File: config.mk
export PLATFORM = sky130hd
export DESIGN_NAME = istest_ctrl
export DESIGN_NICKNAME = d
export VERILOG_FILES = /design/src/rtl/stc_pkg.sv /design/src/rtl/stc_seq.sv /design/src/rtl/stc_stim.sv /design/src/rtl/stc_expect.sv /design/src/rtl/stc_check.sv /design/src/rtl/istest_ctrl.sv
export SDC_FILE = /design/constraint.sdc
export NUM_CORES = 1
export LEC_CHECK = 0
export BUFFER_PORTS_ARGS = -buffer_cell sky130_fd_sc_hd__buf_4
export CAP_MARGIN = 10
export CELL_PAD_IN_SITES_DETAIL_PLACEMENT = 1
export CELL_PAD_IN_SITES_GLOBAL_PLACEMENT = 1
export CORE_AREA = 2 2 71 73
export CTS_BUF_LIST = sky130_fd_sc_hd__clkbuf_8
export CTS_CLUSTER_SIZE = 12
export DETAILED_ROUTE_END_ITERATION = 8
export DIE_AREA = 0 0 73 75
export HOLD_SLACK_MARGIN = 0.15
export PLACE_DENSITY = 0.92
export SYNTH_ARGS = -nofsm -noshare
export SYNTH_HDL_FRONTEND = slang
export SYNTH_SLANG_ARGS = --single-unit
File: constraint.sdc
create_clock -name clk -period 7.3 [get_ports clk]
set_input_delay 1.46 -clock clk [delete_from_list [all_inputs] [get_ports clk]]
set_output_delay 1.46 -clock clk [all_outputs]
set_load 0.1 [all_outputs]
File: src/rtl/stc_pkg.sv
// Shared opcodes, mode encoding and step layout for the self-test controller.
// Assumes a datapath that executes one instruction per valid cycle.
package stc_pkg;
    typedef enum logic [3:0] {
        OP_LDA   = 4'd0,
        OP_MOVRA = 4'd1,
        OP_OUTR  = 4'd2,
        OP_OUTA  = 4'd3,
        OP_LDR   = 4'd4,
        OP_LDA2  = 4'd5,
        OP_ADD   = 4'd6,
        OP_OR    = 4'd7,
        OP_AND   = 4'd8,
        OP_NOT   = 4'd9
    } op_e;

    localparam int NUM_OPS  = 10;
    localparam int SLOTS    = 5;
    localparam int SLOT_W   = 3;
    localparam logic MODE_SCAN = 1'b0;
    localparam logic MODE_CONF = 1'b1;
endpackage

File: src/rtl/stc_seq.sv
// Step/slot sequencer: accepts start when idle, walks steps of five slots
// (four instructions plus one compare slot), and pulses done at the end.
// Assumes SW >= 4 so that the conformity step count fits.
module stc_seq
    import stc_pkg::*;
#(
    parameter int W  = 4,
    parameter int SW = 2 * W
) (
    input  logic              clk,
    input  logic              rst_n,
    input  logic              start,
    input  logic              mode,
    output logic              busy,
    output logic              mode_q,
    output logic [SW-1:0]     step,
    output logic [SLOT_W-1:0] slot,
    output logic              launch,
    output logic              cmp_en,
    output logic              done
);
    localparam logic [SLOT_W-1:0] LAST_SLOT = SLOT_W'(SLOTS - 1);
    localparam logic [SW-1:0]     LAST_CONF = SW'(NUM_OPS - 1);
    localparam logic [SW-1:0]     LAST_SCAN = {SW{1'b1}};

    logic [SW-1:0] last_step;

    // Final step index for the latched mode.
    always_comb last_step = (mode_q == MODE_CONF) ? LAST_CONF : LAST_SCAN;

    // Start accepted only while idle.
    assign launch = start && !busy;
    // Compare happens in the idle slot of every step.
    assign cmp_en = busy && (slot == LAST_SLOT);

    // Run state, step and slot counters, end pulse.
    always_ff @(posedge clk) begin
        if (!rst_n) begin
            busy   <= 1'b0;
            mode_q <= MODE_SCAN;
            step   <= '0;
            slot   <= '0;
            done   <= 1'b0;
        end else begin
            done <= 1'b0;
            if (launch) begin
                busy   <= 1'b1;
                mode_q <= mode;
                step   <= '0;
                slot   <= '0;
            end else if (busy) begin
                if (slot == LAST_SLOT) begin
                    slot <= '0;
                    if (step == last_step) begin
                        busy <= 1'b0;
                        done <= 1'b1;
                    end else begin
                        step <= step + 1'b1;
                    end
                end else begin
                    slot <= slot + 1'b1;
                end
            end
        end
    end
endmodule

File: src/rtl/stc_stim.sv
// Stimulus generator: maps mode, step and slot onto the instruction code and
// IN data, and exposes the operand set and the instruction under test.
// Purely combinational; relies on the sequencer holding step for five slots.
module stc_stim
    import stc_pkg::*;
#(
    parameter int             W       = 4,
    parameter int             SW      = 2 * W,
    parameter logic [W-1:0]   CONF_A  = W'(5),
    parameter logic [W-1:0]   CONF_R  = W'(3),
    parameter logic [W-1:0]   CONF_IN = W'(12)
) (
    input  logic              busy,
    input  logic              mode_q,
    input  logic [SW-1:0]     step,
    input  logic [SLOT_W-1:0] slot,
    output logic              instr_vld,
    output logic [3:0]        instr,
    output logic [W-1:0]      in_data,
    output op_e               op_ut,
    output logic [W-1:0]      opnd_a,
    output logic [W-1:0]      opnd_r,
    output logic [W-1:0]      opnd_in
);
    // Operand set and instruction under test for the current step.
    always_comb begin
        if (mode_q == MODE_CONF) begin
            opnd_a  = CONF_A;
            opnd_r  = CONF_R;
            opnd_in = CONF_IN;
            op_ut   = op_e'(step[3:0]);
        end else begin
            opnd_a  = step[SW-1:W];
            opnd_r  = step[W-1:0];
            opnd_in = '0;
            op_ut   = OP_ADD;
        end
    end

    // Slot decode into the four-instruction sequence.
    always_comb begin
        instr_vld = 1'b0;
        instr     = 4'd0;
        in_data   = '0;
        if (busy) begin
            case (slot)
                3'd0: begin instr_vld = 1'b1; instr = OP_LDR;  in_data = opnd_r;  end
                3'd1: begin instr_vld = 1'b1; instr = OP_LDA;  in_data = opnd_a;  end
                3'd2: begin instr_vld = 1'b1; instr = op_ut;   in_data = opnd_in; end
                3'd3: begin instr_vld = 1'b1; instr = OP_OUTA; in_data = '0;      end
                default: begin instr_vld = 1'b0; end
            endcase
        end
    end
endmodule

File: src/rtl/stc_expect.sv
// Reference model of the ten operations: gives the accumulator value that
// follows the instruction under test, given A, R and IN before it.
module stc_expect
    import stc_pkg::*;
#(
    parameter int W = 4
) (
    input  op_e          op,
    input  logic [W-1:0] a,
    input  logic [W-1:0] r,
    input  logic [W-1:0] c,
    output logic [W-1:0] exp_a
);
    // Accumulator result of one operation.
    always_comb begin
        case (op)
            OP_LDA, OP_LDA2: exp_a = c;
            OP_ADD:          exp_a = a + r;
            OP_OR:           exp_a = a | r;
            OP_AND:          exp_a = a & r;
            OP_NOT:          exp_a = ~a;
            default:         exp_a = a;
        endcase
    end
endmodule

File: src/rtl/stc_check.sv
// Comparator and first-fail capture. Compares OUT in the idle slot and keeps
// the first mismatch's mode, step and instruction until the next launch.
module stc_check
    import stc_pkg::*;
#(
    parameter int W  = 4,
    parameter int SW = 2 * W
) (
    input  logic          clk,
    input  logic          rst_n,
    input  logic          launch,
    input  logic          cmp_en,
    input  logic [W-1:0]  exp_a,
    input  logic [W-1:0]  dp_out,
    input  logic          mode_q,
    input  logic [SW-1:0] step,
    input  op_e           op_ut,
    output logic          fail,
    output logic          fail_mode,
    output logic [SW-1:0] fail_step,
    output logic [3:0]    fail_instr
);
    logic mismatch;

    // Mismatch in the compare slot.
    always_comb mismatch = cmp_en && (dp_out != exp_a);

    // First-fail latch, cleared on launch.
    always_ff @(posedge clk) begin
        if (!rst_n || launch) begin
            fail       <= 1'b0;
            fail_mode  <= 1'b0;
            fail_step  <= '0;
            fail_instr <= 4'd0;
        end else if (mismatch && !fail) begin
            fail       <= 1'b1;
            fail_mode  <= mode_q;
            fail_step  <= step;
            fail_instr <= op_ut;
        end
    end
endmodule

File: src/rtl/istest_ctrl.sv
// Top of the instruction-sequence self-test controller. Drives a registered
// accumulator datapath (one instruction per cycle, OUT written on the edge
// that samples the output instruction) and checks OUT in a compare slot.
module istest_ctrl
    import stc_pkg::*;
#(
    parameter int           W       = 4,
    parameter logic [W-1:0] CONF_A  = W'(5),
    parameter logic [W-1:0] CONF_R  = W'(3),
    parameter logic [W-1:0] CONF_IN = W'(12),
    localparam int          SW      = 2 * W
) (
    input  logic          clk,
    input  logic          rst_n,
    input  logic          start,
    input  logic          mode,
    output logic          instr_vld,
    output logic [3:0]    instr,
    output logic [W-1:0]  in_data,
    input  logic [W-1:0]  dp_out,
    output logic          busy,
    output logic          done,
    output logic          fail,
    output logic          fail_mode,
    output logic [SW-1:0] fail_step,
    output logic [3:0]    fail_instr
);
    logic              mode_q;
    logic [SW-1:0]     step;
    logic [SLOT_W-1:0] slot;
    logic              launch;
    logic              cmp_en;
    op_e               op_ut;
    logic [W-1:0]      opnd_a;
    logic [W-1:0]      opnd_r;
    logic [W-1:0]      opnd_in;
    logic [W-1:0]      exp_a;

    stc_seq #(.W(W), .SW(SW)) u_seq (
        .clk(clk), .rst_n(rst_n), .start(start), .mode(mode),
        .busy(busy), .mode_q(mode_q), .step(step), .slot(slot),
        .launch(launch), .cmp_en(cmp_en), .done(done)
    );

    stc_stim #(.W(W), .SW(SW), .CONF_A(CONF_A), .CONF_R(CONF_R),
               .CONF_IN(CONF_IN)) u_stim (
        .busy(busy), .mode_q(mode_q), .step(step), .slot(slot),
        .instr_vld(instr_vld), .instr(instr), .in_data(in_data),
        .op_ut(op_ut), .opnd_a(opnd_a), .opnd_r(opnd_r), .opnd_in(opnd_in)
    );

    stc_expect #(.W(W)) u_exp (
        .op(op_ut), .a(opnd_a), .r(opnd_r), .c(opnd_in), .exp_a(exp_a)
    );

    stc_check #(.W(W), .SW(SW)) u_chk_logic (
        .clk(clk), .rst_n(rst_n), .launch(launch), .cmp_en(cmp_en),
        .exp_a(exp_a), .dp_out(dp_out), .mode_q(mode_q), .step(step),
        .op_ut(op_ut), .fail(fail), .fail_mode(fail_mode),
        .fail_step(fail_step), .fail_instr(fail_instr)
    );
endmodule

# --- After elaboration in Yosys (flattened, before gate mapping) ---
# Cells that the tools add are included.
classes:
  add_sub_neg: 3
  eq_ne: 11
  n_mux: 18
  bitwise: 7
  n_reduce_logical: 15
ops:
  columns: ["op", "count"]
  rows:
  - ["two-way mux 4 bit", 6]
  - ["one-hot mux 4 bit (3 select lines)", 2]
  - ["one-hot mux 4 bit (5 select lines)", 1]
  - ["== test 4 x 3 -> 1 bit (second input constant)", 3]
  - ["adder 8 x 1 -> 8 bit (second input constant)", 1]
  - ["== test 4 bit (second input constant)", 2]
  - ["== test 8 bit", 1]
  - ["two-way mux 8 bit", 1]
  - ["OR reduction 4 bit", 2]
  - ["two-way mux 1 bit", 7]
  - ["== test 3 x 2 -> 1 bit (second input constant)", 2]
  - ["adder 4 bit", 1]
  - ["bitwise AND 4 bit", 1]
  - ["logical AND 1 bit", 4]
  - ["logical NOT 4 bit", 1]
  - ["inequality test 4 bit", 1]
  - ["inverter 1 bit", 4]
  - ["inverter 4 bit", 1]
  - ["bitwise OR 4 bit", 1]
  - ["OR reduction 2 bit", 2]
  - ["adder 3 x 1 -> 3 bit (second input constant)", 1]
  - ["== test 3 x 1 -> 1 bit (second input constant)", 1]
  - ["== test 3 bit (second input constant)", 1]
  - ["logical NOT 1 bit", 3]
  - ["other kinds (4)", 4]
word_totals:
  ff_bits: 28
  inputBits: 8
  out_inout_bits: 25

# --- Longest topological paths before layout ---
# Gate-level depths: netlist (run 1).
logic_depth:
  depth_word: 7
  ltp_mapped: 13
  depth_no_buf: 11

# --- By module ---
# A second synthesis (run 1) with hierarchy kept.
hier_totals:
  hier_cells: 264
  area_unflattened_um2: 2189.6
modules_own_cells:
  columns: ["module", "n_inst", "cells_per_inst", "area_per_inst_um2", "seq_area_each_um2"]
  rows:
  - ["stc_seq", 1, 76, 723.2, 280.3]
  - ["stc_check", 1, 66, 624.3, 280.3]
  - ["stc_expect", 1, 80, 579.3, 0.0]
  - ["stc_stim", 1, 42, 262.8, 0.0]

# --- Worst setup path before layout (run 1) ---
# No wires, ideal clock.
synth_path:
  path_type: "register to output"
  from: "register u_seq.busy"
  to: "output port in_data[0]"
  arrival_ns: 2.951
  required_time_ns: 5.840
  path_slack_ns: 2.889
  stages_incl_launch_ff: 4
  path_cell_list: "dfxtp_1 -> clkbuf_1 -> nand2_1 -> a21oi_1"
synth_via:
  elab_chain_len: 1
synth_lines:
  columns: ["element", "line_no", "rtl"]
  rows:
  - ["start, declared", "stc_seq.sv:14", "output logic busy,"]
  - ["start signal, assigned", "stc_seq.sv:39", "busy <= 1'b0;"]
  - ["start signal, assigned", "stc_seq.sv:47", "busy <= 1'b1;"]
  - ["start signal, assigned", "stc_seq.sv:55", "busy <= 1'b0;"]
  - ["two-way mux 4 bit", "stc_stim.sv:45", "if (busy) begin"]
  - ["end, declared", "istest_ctrl.sv:19", "output logic [W-1:0] in_data,"]
# No other way between the ends.

# --- Final worst setup path (run 1) ---
layout_path:
  from: "register u_seq.mode_q"
  to: "register u_chk_logic.fail_step[6]"
layout_via:
  elab_chain_len: 7
  elab_cells_between_ends: 19
  classes_between: "1 x add/sub; 6 x eq/ne; 5 x mux; 3 x bitwise; 4 x reduce/logical"
layout_lines:
  columns: ["element", "line_no", "rtl"]
  rows:
  - ["start, declared", "stc_seq.sv:15", "output logic mode_q,"]
  - ["start signal, assigned", "stc_seq.sv:48", "mode_q <= mode;"]
  - ["parallel branches: the longest is 3 deep, another holds adder 4 bit", null, null]
  - ["one-hot mux 4 bit (5 select lines) (*)", "stc_expect.sv:16", "case (op)"]
  - ["inequality test 4 bit (*)", "stc_check.sv:26", "always_comb mismatch = cmp_en && (dp_out != exp_a);"]
  - ["logical AND 1 bit (*)", "stc_check.sv:26", null]
  - ["logical AND 1 bit (*)", "stc_check.sv:35", "end else if (mismatch && !fail) begin"]
  - ["end signal, assigned", "stc_check.sv:38", "fail_step <= step;"]
  - ["end, declared", "stc_check.sv:20", "output logic [SW-1:0] fail_step,"]
# Every way passes the cells marked *.
# A chain may end at the register's enable or synchronous reset.

==> run metrics, run 1 <==
peak supply drop=0.127 mV; Die ar.=5480 um2; die width=73 um; final hold viol count=0; status=finished clean; initial antenna violation count=0; FF-to-FF Start=u_seq.mode_q; Worst Tran Pin Value=912 ps; final setup fails=0; Core Footprint=4660 um2; Die H=75 um; Reg clk slew, reported paths=90 ps; RSZ-0062 raised after global routing=no; R2R depth=11; placed wire-length estimate=4090 um; Port Buf Inserts=32; Final Cycle Share=55.1%; syn_area_per_cell=8.33 um2; Critical path origin=u_seq.mode_q; Routed WL=5300 um; CP startpoint kind=flop; Reg2Reg Setup Slack=3280 ps; fraction of registers with async set/reset=0%; Tot GR Track Use=20.3%; synth unique cells=49; GRT overflow=0; final worst slack=3280 ps; hold crit path type=flop to flop; Fmax=249 MHz; Leak Pwr=0.000948 uW; Setup Skew=3.52 ps; depth of the CTS H-tree=1; Clock Sinks=28; max-slew violations=0; Top FF cell, synth=dfxtp_1; syn nets=276; largest net degree at the start of global routing=19; Worst EP arrival=4230 ps; per-cell routed wire length=16.4 um; Max-slew headroom=39.2%; max_cap viols=0; Power Dens Cells=134 nW/um2; # Post-CTS Setup Buffers=0; crit path to=u_chk_logic.fail_step[6]; worst slack, placed=3260 ps; Setup TNS=0 ps; CTS tree=done; WP data required=7500 ps; Top Ports=33; dpl cells=319; Root Buffer=clkbuf_8; Yosys reg bits=28; vias per inst=5.63; worst-case clock buffer depth=2; Final nets=301; register area=561 um2; min Tclk post-route=4020 ps; Post-synth EDFFs=0; clk_lat worst skew=280 ps; RePlAce Congestion=0.874; Syn-to-layout area delta=14.6%; fin cells=323; FP Rows=25; vias after detailed routing=1820; post-cts resize count=0; Inserted Clock Buffers=3; CP Class=flop to flop; CP Capture Type=flop; Gate Count Post-Synth=245; Worst Hold Depth=2; layout cells sized above 1=16.0%; vias in the first global route=1807; Hold Buf Count CTS=0; number of DRC markers in iteration 0=102; area of the mapped netlist=2040 um2; capturing point of the worst reg2reg path=u_chk_logic.fail_step[6]; DRT Pass-1 Iters=4; diode count=0; yosys warns=0; filler cell count=562; # DRC=0; first-pass GRT wire length=8690 um; CP Max Fanout=16; post-route cell area=2340 um2; Multi-input gate area=1350 um2; Placed Area=2280 um2; sequential fraction of the synthesis area=27.5%; initial core utilization=43.8%; Final ANT Viol Nets=0
Yosys cell counts, types with 2 or more instances:
master | count | area, um2
a21oi_1 | 6 | 30.0
a222oi_1 | 2 | 20.0
a31oi_1 | 2 | 12.5
a41oi_1 | 3 | 26.3
and3_1 | 5 | 31.3
clkbuf_1 | 9 | 33.8
dfxtp_1 | 28 | 561
ha_1 | 22 | 275
inv_1 | 17 | 63.8
mux2i_1 | 19 | 190
nand2_1 | 39 | 146
nand2b_1 | 7 | 43.8
nand3_1 | 10 | 50.1
nand4_1 | 5 | 31.3
nor2_1 | 20 | 75.1
nor2b_1 | 2 | 12.5
nor4_1 | 3 | 18.8
o211ai_1 | 2 | 15.0
o21a_1 | 3 | 22.5
o21ai_0 | 3 | 15.0
xnor2_1 | 6 | 52.6
xor2_1 | 5 | 43.8
cell families after synthesis:
| kind of cell | count (synthesis) | synth area share [%] |
|---|---|---|
| AOI/OAI and AO/OA | 35 | 14.4 |
| xor gates and xnor gates | 11 | 4.72 |
| and+or+nand+nor | 100 | 23.3 |
| buffers and inverters | 29 | 6.31 |
| DFF | 28 | 27.5 |
| adders and majority gates | 23 | 14.5 |
| muxes | 19 | 9.32 |
how the worst min path moves through the flow:
stage / from / endpoint
after global placement: u_chk_logic.fail_step[6] / u_chk_logic.fail_step[6]
final: u_chk_logic.fail_instr[1] / u_chk_logic.fail_instr[1]
after global routing: u_chk_logic.fail_instr[1] / u_chk_logic.fail_instr[1]
after floorplan: u_seq.step[6] / u_chk_logic.fail_step[6]
after detailed placement: u_chk_logic.fail_instr[1] / u_chk_logic.fail_instr[1]
after CTS: u_chk_logic.fail_instr[1] / u_chk_logic.fail_instr[1]
sequential cells by signal, summed over array words and instances, names as in the netlist:
| name | cells |
|---|---|
| u_seq.step | 8 |
| u_chk_logic.fail | 1 |
| u_chk_logic.fail_step | 8 |
| u_chk_logic.fail_instr | 4 |
| u_chk_logic.fail_mode | 1 |
| u_seq.busy | 1 |
| u_seq.done | 1 |
| u_seq.slot | 3 |
| u_seq.mode_q | 1 |
per-layer routing:
metal / track usage (%) / part of all wire, %
met5: 0 / 0
met3: 3.48 / 4.2
met4: 5.35 / 0.92
met2: 35.0 / 50
met1: 26.3 / 45
layout make-up:
| class | instances | area share, % |
|---|---|---|
| multi-input combinational | 188 | 57.8 |
| sequential | 28 | 24.0 |
| timing repair buffer | 32 | 10.3 |
| tap | 54 | 2.89 |
| inverter | 17 | 2.73 |
| clock buffer | 4 | 2.35 |
layout by cell type, fill, tap and decap left out, types with 2 or more instances in the layout:
| master | count |
|---|---|
| ha_1 | 22 |
| clkbuf_8 | 4 |
| and3_1 | 5 |
| o21a_1 | 3 |
| a41oi_1 | 3 |
| nor2b_1 | 2 |
| a222oi_1 | 2 |
| xnor2_1 | 6 |
| nor2_1 | 20 |
| dfxtp_1 | 28 |
| o21ai_0 | 3 |
| nand4_1 | 5 |
| nand2b_1 | 7 |
| a31oi_1 | 2 |
| nand2_1 | 39 |
| o211ai_1 | 2 |
| nor4_1 | 3 |
| a21oi_1 | 6 |
| mux2i_1 | 19 |
| inv_1 | 17 |
| nand3_1 | 10 |
| xor2_1 | 5 |
| buf_4 | 32 |
power breakdown:
group / leakage (uW) / total (uW) / internal (uW) / switching [uW]
sequential: 0.000226 / 157 / 154 / 3.38
combinational: 0.000693 / 60.8 / 19.6 / 41.1
clock: 0.0000288 / 94.9 / 48.3 / 46.6
per-stage QoR:
stage,power [uW],hold slack (ps),utilization [%]
after floorplan,207,447,-
after global placement,220,443,49.0
after detailed placement,222,449,49.0
after CTS,317,468,50.2
after global routing,328,478,50.2
final,313,464,50.2
critical path: stages, from the launching register on:
cell and delay, ps:
dfxtp_1 660, inv_1 280, ha_1 330, inv_1 120
ha_1 200, fa_1 430, and3_1 170, o31a_1 310
o211ai_1 210, a32oi_2 170, a311oi_4 760, mux2i_1 290
No activity file was read; power rests on OpenSTA's default activity.
==> run 2: changes to the inputs <==
--- a/config.mk
+++ b/config.mk
@@ -9,13 +9,13 @@
 export CAP_MARGIN = 10
 export CELL_PAD_IN_SITES_DETAIL_PLACEMENT = 1
 export CELL_PAD_IN_SITES_GLOBAL_PLACEMENT = 1
-export CORE_AREA = 2 2 71 73
+export CORE_AREA = 2 2 72 74
 export CTS_BUF_LIST = sky130_fd_sc_hd__clkbuf_8
 export CTS_CLUSTER_SIZE = 12
 export DETAILED_ROUTE_END_ITERATION = 8
-export DIE_AREA = 0 0 73 75
+export DIE_AREA = 0 0 74 76
 export HOLD_SLACK_MARGIN = 0.15
-export PLACE_DENSITY = 0.92
+export PLACE_DENSITY = 0.9
 export SYNTH_ARGS = -nofsm -noshare
 export SYNTH_HDL_FRONTEND = slang
 export SYNTH_SLANG_ARGS = --single-unit
==> constraint.sdc (replaced) <==
create_clock -name clk -period 4 [get_ports clk]
set_input_delay 0.8 -clock clk [delete_from_list [all_inputs] [get_ports clk]]
set_output_delay 0.8 -clock clk [all_outputs]
set_load 0.1 [all_outputs]
==> run 2 against run 1 <==
Power rose by 76%. Sequential cell count unchanged. Cell count increased by 5.6%. Routed wire length increased by 0.55%. Design area increased by 1.2%. Global-route usage about the same. Combinational power up 88%. Critical path type unchanged. Critical endpoint is now u_chk_logic.fail_instr[2]. Largest power group unchanged.
==> run metrics, run 2 (synthesized netlist as in run 1, its figures left out) <==
Worst Tran Pin Value=742 ps (was 912 ps); Crit path depth=13 (was 11); CP bufs+invs=4 (was 2); capturing point of the worst reg2reg path=u_chk_logic.fail_instr[2] (was u_chk_logic.fail_step[6]); die width=74 um (was 73 um); Critical path origin=u_seq.mode_q (unchanged); max-slew violations=0 (unchanged); Worst EP arrival=3650 ps (was 4230 ps); Leak Pwr=0.000957 uW (was 0.000948 uW); Final Cycle Share=86.4% (was 55.1%); Final ANT Viol Nets=0 (unchanged); CP Class=flop to flop (unchanged); placed wire-length estimate=4130 um (was 4090 um); WP data required=4190 ps (was 7500 ps); # DRC=0 (unchanged); met2 usage=33.7% (was 35.0%); Setup TNS=0 ps (unchanged); initial antenna violation count=0 (unchanged); Power Dens Cells=232 nW/um2 (was 134 nW/um2); Hold WS=467 ps (was 464 ps); Tot GR Track Use=20.3% (about the same); depth of the CTS H-tree=1 (unchanged); CTS tree=done (unchanged); critical-path cell list=buf_4, inv_1, ha_1, inv_1, ha_1, fa_1, and3_1, o31a_1, o211ai_1, a32oi_2, a311oi_4, buf_4, mux2i_1 (was inv_1, ha_1, inv_1, ha_1, fa_1, and3_1, o31a_1, o211ai_1, a32oi_2, a311oi_4, mux2i_1); post-layout util=48.2% (was 50.2%); min Tclk post-route=3460 ps (was 4020 ps); diode count=0 (unchanged); first-pass GRT wire length=9220 um (was 8690 um); biggest regs=u_chk_logic.fail_step x8, u_seq.step x8, u_chk_logic.fail_instr x4 (unchanged); CP startpoint kind=flop (unchanged); layout cells sized above 1=16.6% (was 16.0%); Clock Sinks=28 (unchanged); Reg clk slew, reported paths=90 ps (about the same); CP Capture Type=flop (unchanged); Hold Buf Count CTS=0 (unchanged); GRT met3 Usage=2.65% (was 3.48%); max_cap viols=0 (unchanged); Port Buf Inserts=32 (unchanged); RePlAce Congestion=0.974 (was 0.874); vias in the first global route=1913 (was 1807); post-cts resize count=0 (unchanged); fin cells=341 (was 323); per-cell routed wire length=15.6 um (was 16.4 um); filler cell count=615 (was 562); Most Crowded Layer GR=met2 (unchanged); final setup fails=0 (unchanged); crit path to=u_chk_logic.fail_instr[2] (was u_chk_logic.fail_step[6]); Setup Skew=3.78 ps (was 3.52 ps); final hold viol count=0 (unchanged); largest net degree at the start of global routing=19 (unchanged); Fmax=289 MHz (was 249 MHz); GRT overflow=0 (unchanged); vias after detailed routing=1845 (was 1820); vias per inst=5.41 (was 5.63); commonest cells after routing, fill and taps aside=39 x nand2_1, 35 x buf_4, 28 x dfxtp_1 (was 39 x nand2_1, 32 x buf_4, 28 x dfxtp_1); Routed WL=5330 um (was 5300 um); Inserted Clock Buffers=3 (unchanged); Core Footprint=4910 um2 (was 4660 um2); FP Rows=26 (was 25); Reg2Reg Setup Slack=540 ps (was 3280 ps); peak supply drop=0.168 mV (was 0.127 mV); clk_lat worst skew=270 ps (was 280 ps); RSZ-0062 raised after global routing=no (unchanged); crit-path leading delay family=adder cells (was compound AO/OA/AOI/OAI gates); DRT Pass-1 Iters=5 (was 4); status=finished clean (unchanged); R2R depth=13 (was 11); hold crit path type=flop to flop (unchanged); Worst path slowest cell=fa_1 (was a311oi_4); number of DRC markers in iteration 0=122 (was 102); Critical Path Max Stage Delay=420 ps (was 760 ps); most common cell after layout, fill and taps aside=nand2_1 (unchanged); Max-slew headroom=50.5% (was 39.2%); Die ar.=5620 um2 (was 5480 um2); initial core utilization=41.5% (was 43.8%); FF-to-FF Start=u_seq.mode_q (unchanged); dpl cells=338 (was 319); # Post-CTS Setup Buffers=0 (unchanged); worst-case clock buffer depth=2 (unchanged); Final nets=304 (was 301); Top Ports=33 (unchanged); Die H=76 um (was 75 um); Syn-to-layout area delta=16.0% (was 14.6%); CP Max Fanout=16 (unchanged); Root Buffer=clkbuf_8 (unchanged); met1 Usage GRT=27.3% (was 26.3%)
-- run 2: changes by cell type in the layout (fill, tap and decap cells not counted), sizes merged --
cell / before / now
buf: 32 / 35
clkbuf: 4 / 3
-- run 2: cell type report --
| class | count | area (um2) | share of cell area (%) |
|---|---|---|---|
| timing repair buffer | 35 | 263 | 11.1 |
| clock buffer | 3 | 41.3 | 1.74 |
| tap | 70 | 87.6 | 3.70 |
| inverter | 17 | 63.8 | 2.70 |
| multi-input combinational | 188 | 1350 | 57.1 |
| sequential | 28 | 561 | 23.7 |
-- run 2: per-stage QoR --
step                total power (uW)  cell area [um2]  worst slack (ps)
finish                           549             2370               543
global route                     577             2370               279
CTS                              557             2370               553
detailed placement               404             2330               587
global placement                 402             2330               741
floorplan                        377             2040               249
-- run 2: worst min-delay path, stage by stage (launching register included) --
cell     delay, ps
dfxtp_1        320
nand2_1         50
mux2i_1         50
-- run 2: report_power, final --
part           leakage (uW)  internal, uW  switching (uW)  total, uW
Combinational      0.000709          36.4            77.2        114
Clock             0.0000216          67.6            83.5        151
Sequential         0.000226           281            3.85        285
Total              0.000957           385             165        549
-- run 2: how the worst min path moves through the flow --
stage                                        start                        to  cells past startpoint  slack, ps
final                     u_chk_logic.fail_step[1]  u_chk_logic.fail_step[1]                      2        470
after global routing      u_chk_logic.fail_step[1]  u_chk_logic.fail_step[1]                      2        490
after CTS                 u_chk_logic.fail_step[1]  u_chk_logic.fail_step[1]                      2        470
after detailed placement  u_chk_logic.fail_step[1]  u_chk_logic.fail_step[1]                      2        460
after global placement    u_chk_logic.fail_step[4]  u_chk_logic.fail_step[4]                      2        440
after floorplan                      u_seq.step[6]  u_chk_logic.fail_step[6]                      2        450
-- run 2: routing by layer --
layer	wire, um	part of all wire, %	vias up
met5	0	0	-
met4	73	1.4	0
met3	137	2.6	8
met2	2670	50	35
met1	2450	46	895
li1	-	-	907
==> run 3: changes to the inputs <==
--- a/config.mk
+++ b/config.mk
@@ -10,11 +10,12 @@
 export CELL_PAD_IN_SITES_DETAIL_PLACEMENT = 1
 export CELL_PAD_IN_SITES_GLOBAL_PLACEMENT = 1
 export CORE_AREA = 2 2 72 74
-export CTS_BUF_LIST = sky130_fd_sc_hd__clkbuf_8
+export CTS_BUF_LIST = sky130_fd_sc_hd__clkbuf_4 sky130_fd_sc_hd__clkbuf_8
 export CTS_CLUSTER_SIZE = 12
 export DETAILED_ROUTE_END_ITERATION = 8
 export DIE_AREA = 0 0 74 76
 export HOLD_SLACK_MARGIN = 0.15
+export MAX_ROUTING_LAYER = met4
 export PLACE_DENSITY = 0.9
 export SYNTH_ARGS = -nofsm -noshare
 export SYNTH_HDL_FRONTEND = slang
==> run 3 against run 2 <==
Clock skew is 3.2 ps higher. Sequential cell count unchanged. Maximum frequency about the same. Design area unchanged. Worst hold slack got worse by 3.0 ps. Routed wire length is 3.0% higher. Combinational power about the same. Worst setup slack worse by 2.4 ps. Largest cell class unchanged.
==> run metrics, run 3 (synthesized netlist as in run 1, its figures left out) <==
hold crit path type=flop to flop (unchanged); Setup Skew=6.96 ps (was 3.78 ps); post-route cell area=2370 um2 (unchanged); biggest regs=u_chk_logic.fail_step x8, u_seq.step x8, u_chk_logic.fail_instr x4 (unchanged); Core Footprint=4910 um2 (unchanged); RSZ-0062 raised after global routing=no (unchanged); depth of the CTS H-tree=1 (unchanged); clk_lat worst skew=270 ps (about the same); CP startpoint kind=flop (unchanged); worst slack, placed=558 ps (was 587 ps); largest net degree at the start of global routing=19 (unchanged); CP Class=flop to flop (unchanged); final setup fails=0 (unchanged); max-slew violations=0 (unchanged); Clock Sinks=28 (unchanged); # Post-CTS Setup Buffers=0 (unchanged); WP data required=4190 ps (about the same); initial core utilization=41.5% (unchanged); Final Cycle Share=86.5% (was 86.4%); PnR Total Power=547 uW (was 549 uW); Worst path slowest cell=fa_1 (unchanged); final worst slack=541 ps (was 543 ps); worst-case clock buffer depth=2 (unchanged); Placed Area=2330 um2 (unchanged); Port Buf Inserts=32 (unchanged); CP Capture Type=flop (unchanged); met2 usage=33.3% (was 33.7%); Most Crowded Layer GR=met2 (unchanged); placed wire-length estimate=4230 um (was 4130 um); CP Max Fanout=16 (unchanged); Leak Pwr=0.000957 uW (unchanged); FP Rows=26 (unchanged); Setup TNS=0 ps (unchanged); diode count=0 (unchanged); Die ar.=5620 um2 (unchanged); most common cell after layout, fill and taps aside=nand2_1 (unchanged); Top Ports=33 (unchanged); filler cell count=596 (was 615); die width=74 um (unchanged); Inserted Clock Buffers=3 (unchanged); Worst Tran Pin Value=782 ps (was 742 ps); critical-path cell list=buf_4, inv_1, ha_1, inv_1, ha_1, fa_1, and3_1, o31a_1, o211ai_1, a32oi_2, a311oi_4, buf_4, mux2i_1 (unchanged); initial antenna violation count=0 (unchanged); layout cells sized above 1=16.6% (unchanged); commonest cells after routing, fill and taps aside=39 x nand2_1, 35 x buf_4, 28 x dfxtp_1 (unchanged); vias in the first global route=1849 (was 1913); # DRC=0 (unchanged); max_cap viols=0 (unchanged); peak supply drop=0.178 mV (was 0.168 mV); Hold Buf Count CTS=0 (unchanged); Max-slew headroom=47.8% (was 50.5%); first-pass GRT wire length=9050 um (was 9220 um); per-cell routed wire length=16.1 um (was 15.6 um); post-layout util=48.2% (unchanged); Root Buffer=clkbuf_8 (unchanged); DRT Pass-1 Iters=4 (was 5); Routed WL=5490 um (was 5330 um); vias per inst=5.42 (was 5.41); final hold viol count=0 (unchanged); Worst EP arrival=3650 ps (about the same); GRT met3 Usage=3.31% (was 2.65%); Syn-to-layout area delta=16.0% (unchanged); Power Dens Cells=231 nW/um2 (was 232 nW/um2); Critical Path Max Stage Delay=420 ps (about the same); Tot GR Track Use=20.9% (was 20.3%); Final ANT Viol Nets=0 (unchanged); post-cts resize count=0 (unchanged); Multi-input gate area=1350 um2 (unchanged); Final nets=304 (unchanged); register area=561 um2 (unchanged); Fmax=289 MHz (about the same); Reg clk slew, reported paths=90 ps (about the same); number of DRC markers in iteration 0=163 (was 122); RePlAce Congestion=0.993 (was 0.974); GRT overflow=0 (unchanged); vias after detailed routing=1848 (was 1845); CTS tree=done (unchanged); status=finished clean (unchanged); met1 Usage GRT=27.3% (about the same); Die H=76 um (unchanged); min Tclk post-route=3460 ps (about the same)
==> run 3: cell counts in the layout (fill, tap and decap cells not counted) <==
No cell type changed its count.
==> run 3: worst paths after layout <==
check                                 start                   endpoint  slack (ps)  cells past startpoint
hold reg to reg   u_chk_logic.fail_instr[3]  u_chk_logic.fail_instr[3]         460                      2
setup reg to reg               u_seq.mode_q   u_chk_logic.fail_step[4]         540                     13
setup / recovery               u_seq.mode_q   u_chk_logic.fail_step[4]         540                     13
hold / removal    u_chk_logic.fail_instr[3]  u_chk_logic.fail_instr[3]         460                      2
==> run 3: critical path, delay by kind of cell, from the launching register on <==
family / cells / cell delay [ps]
muxes: 1 / 230
buffers and inverters: 4 / 820
AOI/OAI and AO/OA: 4 / 910
adders and majority gates: 3 / 940
and+or+nand+nor: 1 / 160
DFF: 1 / 310
==> run 3: stage by stage <==
| stage | instances | hold WS (ps) |
|---|---|---|
| 6_report | 341 | 464 |
| 5_1_grt | 341 | 495 |
| 4_1_cts | 341 | 469 |
| 3_5_place_dp | 338 | 449 |
| 3_3_place_gp | 338 | 444 |
| 2_1_floorplan | 245 | 447 |
==> run 3: routing by layer <==
metal	wire, um	part of all wire [%]
met1	2430	44
met2	2790	51
met3	221	4.0
met4	58	1.1
met5	0	0
==> run 3: final cells by class <==
type                            count  area share, %
Multi-Input combinational cell    188           57.1
Tap cell                           70           3.70
Clock buffer                        3           1.74
Sequential cell                    28           23.7
Timing Repair Buffer               35           11.1
Inverter                           17           2.70
==> run 3: report_power, final <==
part	internal (uW)	switching [uW]	total [uW]
logic	36.8	78.9	116
clock network	67.4	79.5	147
registers	281	3.74	284
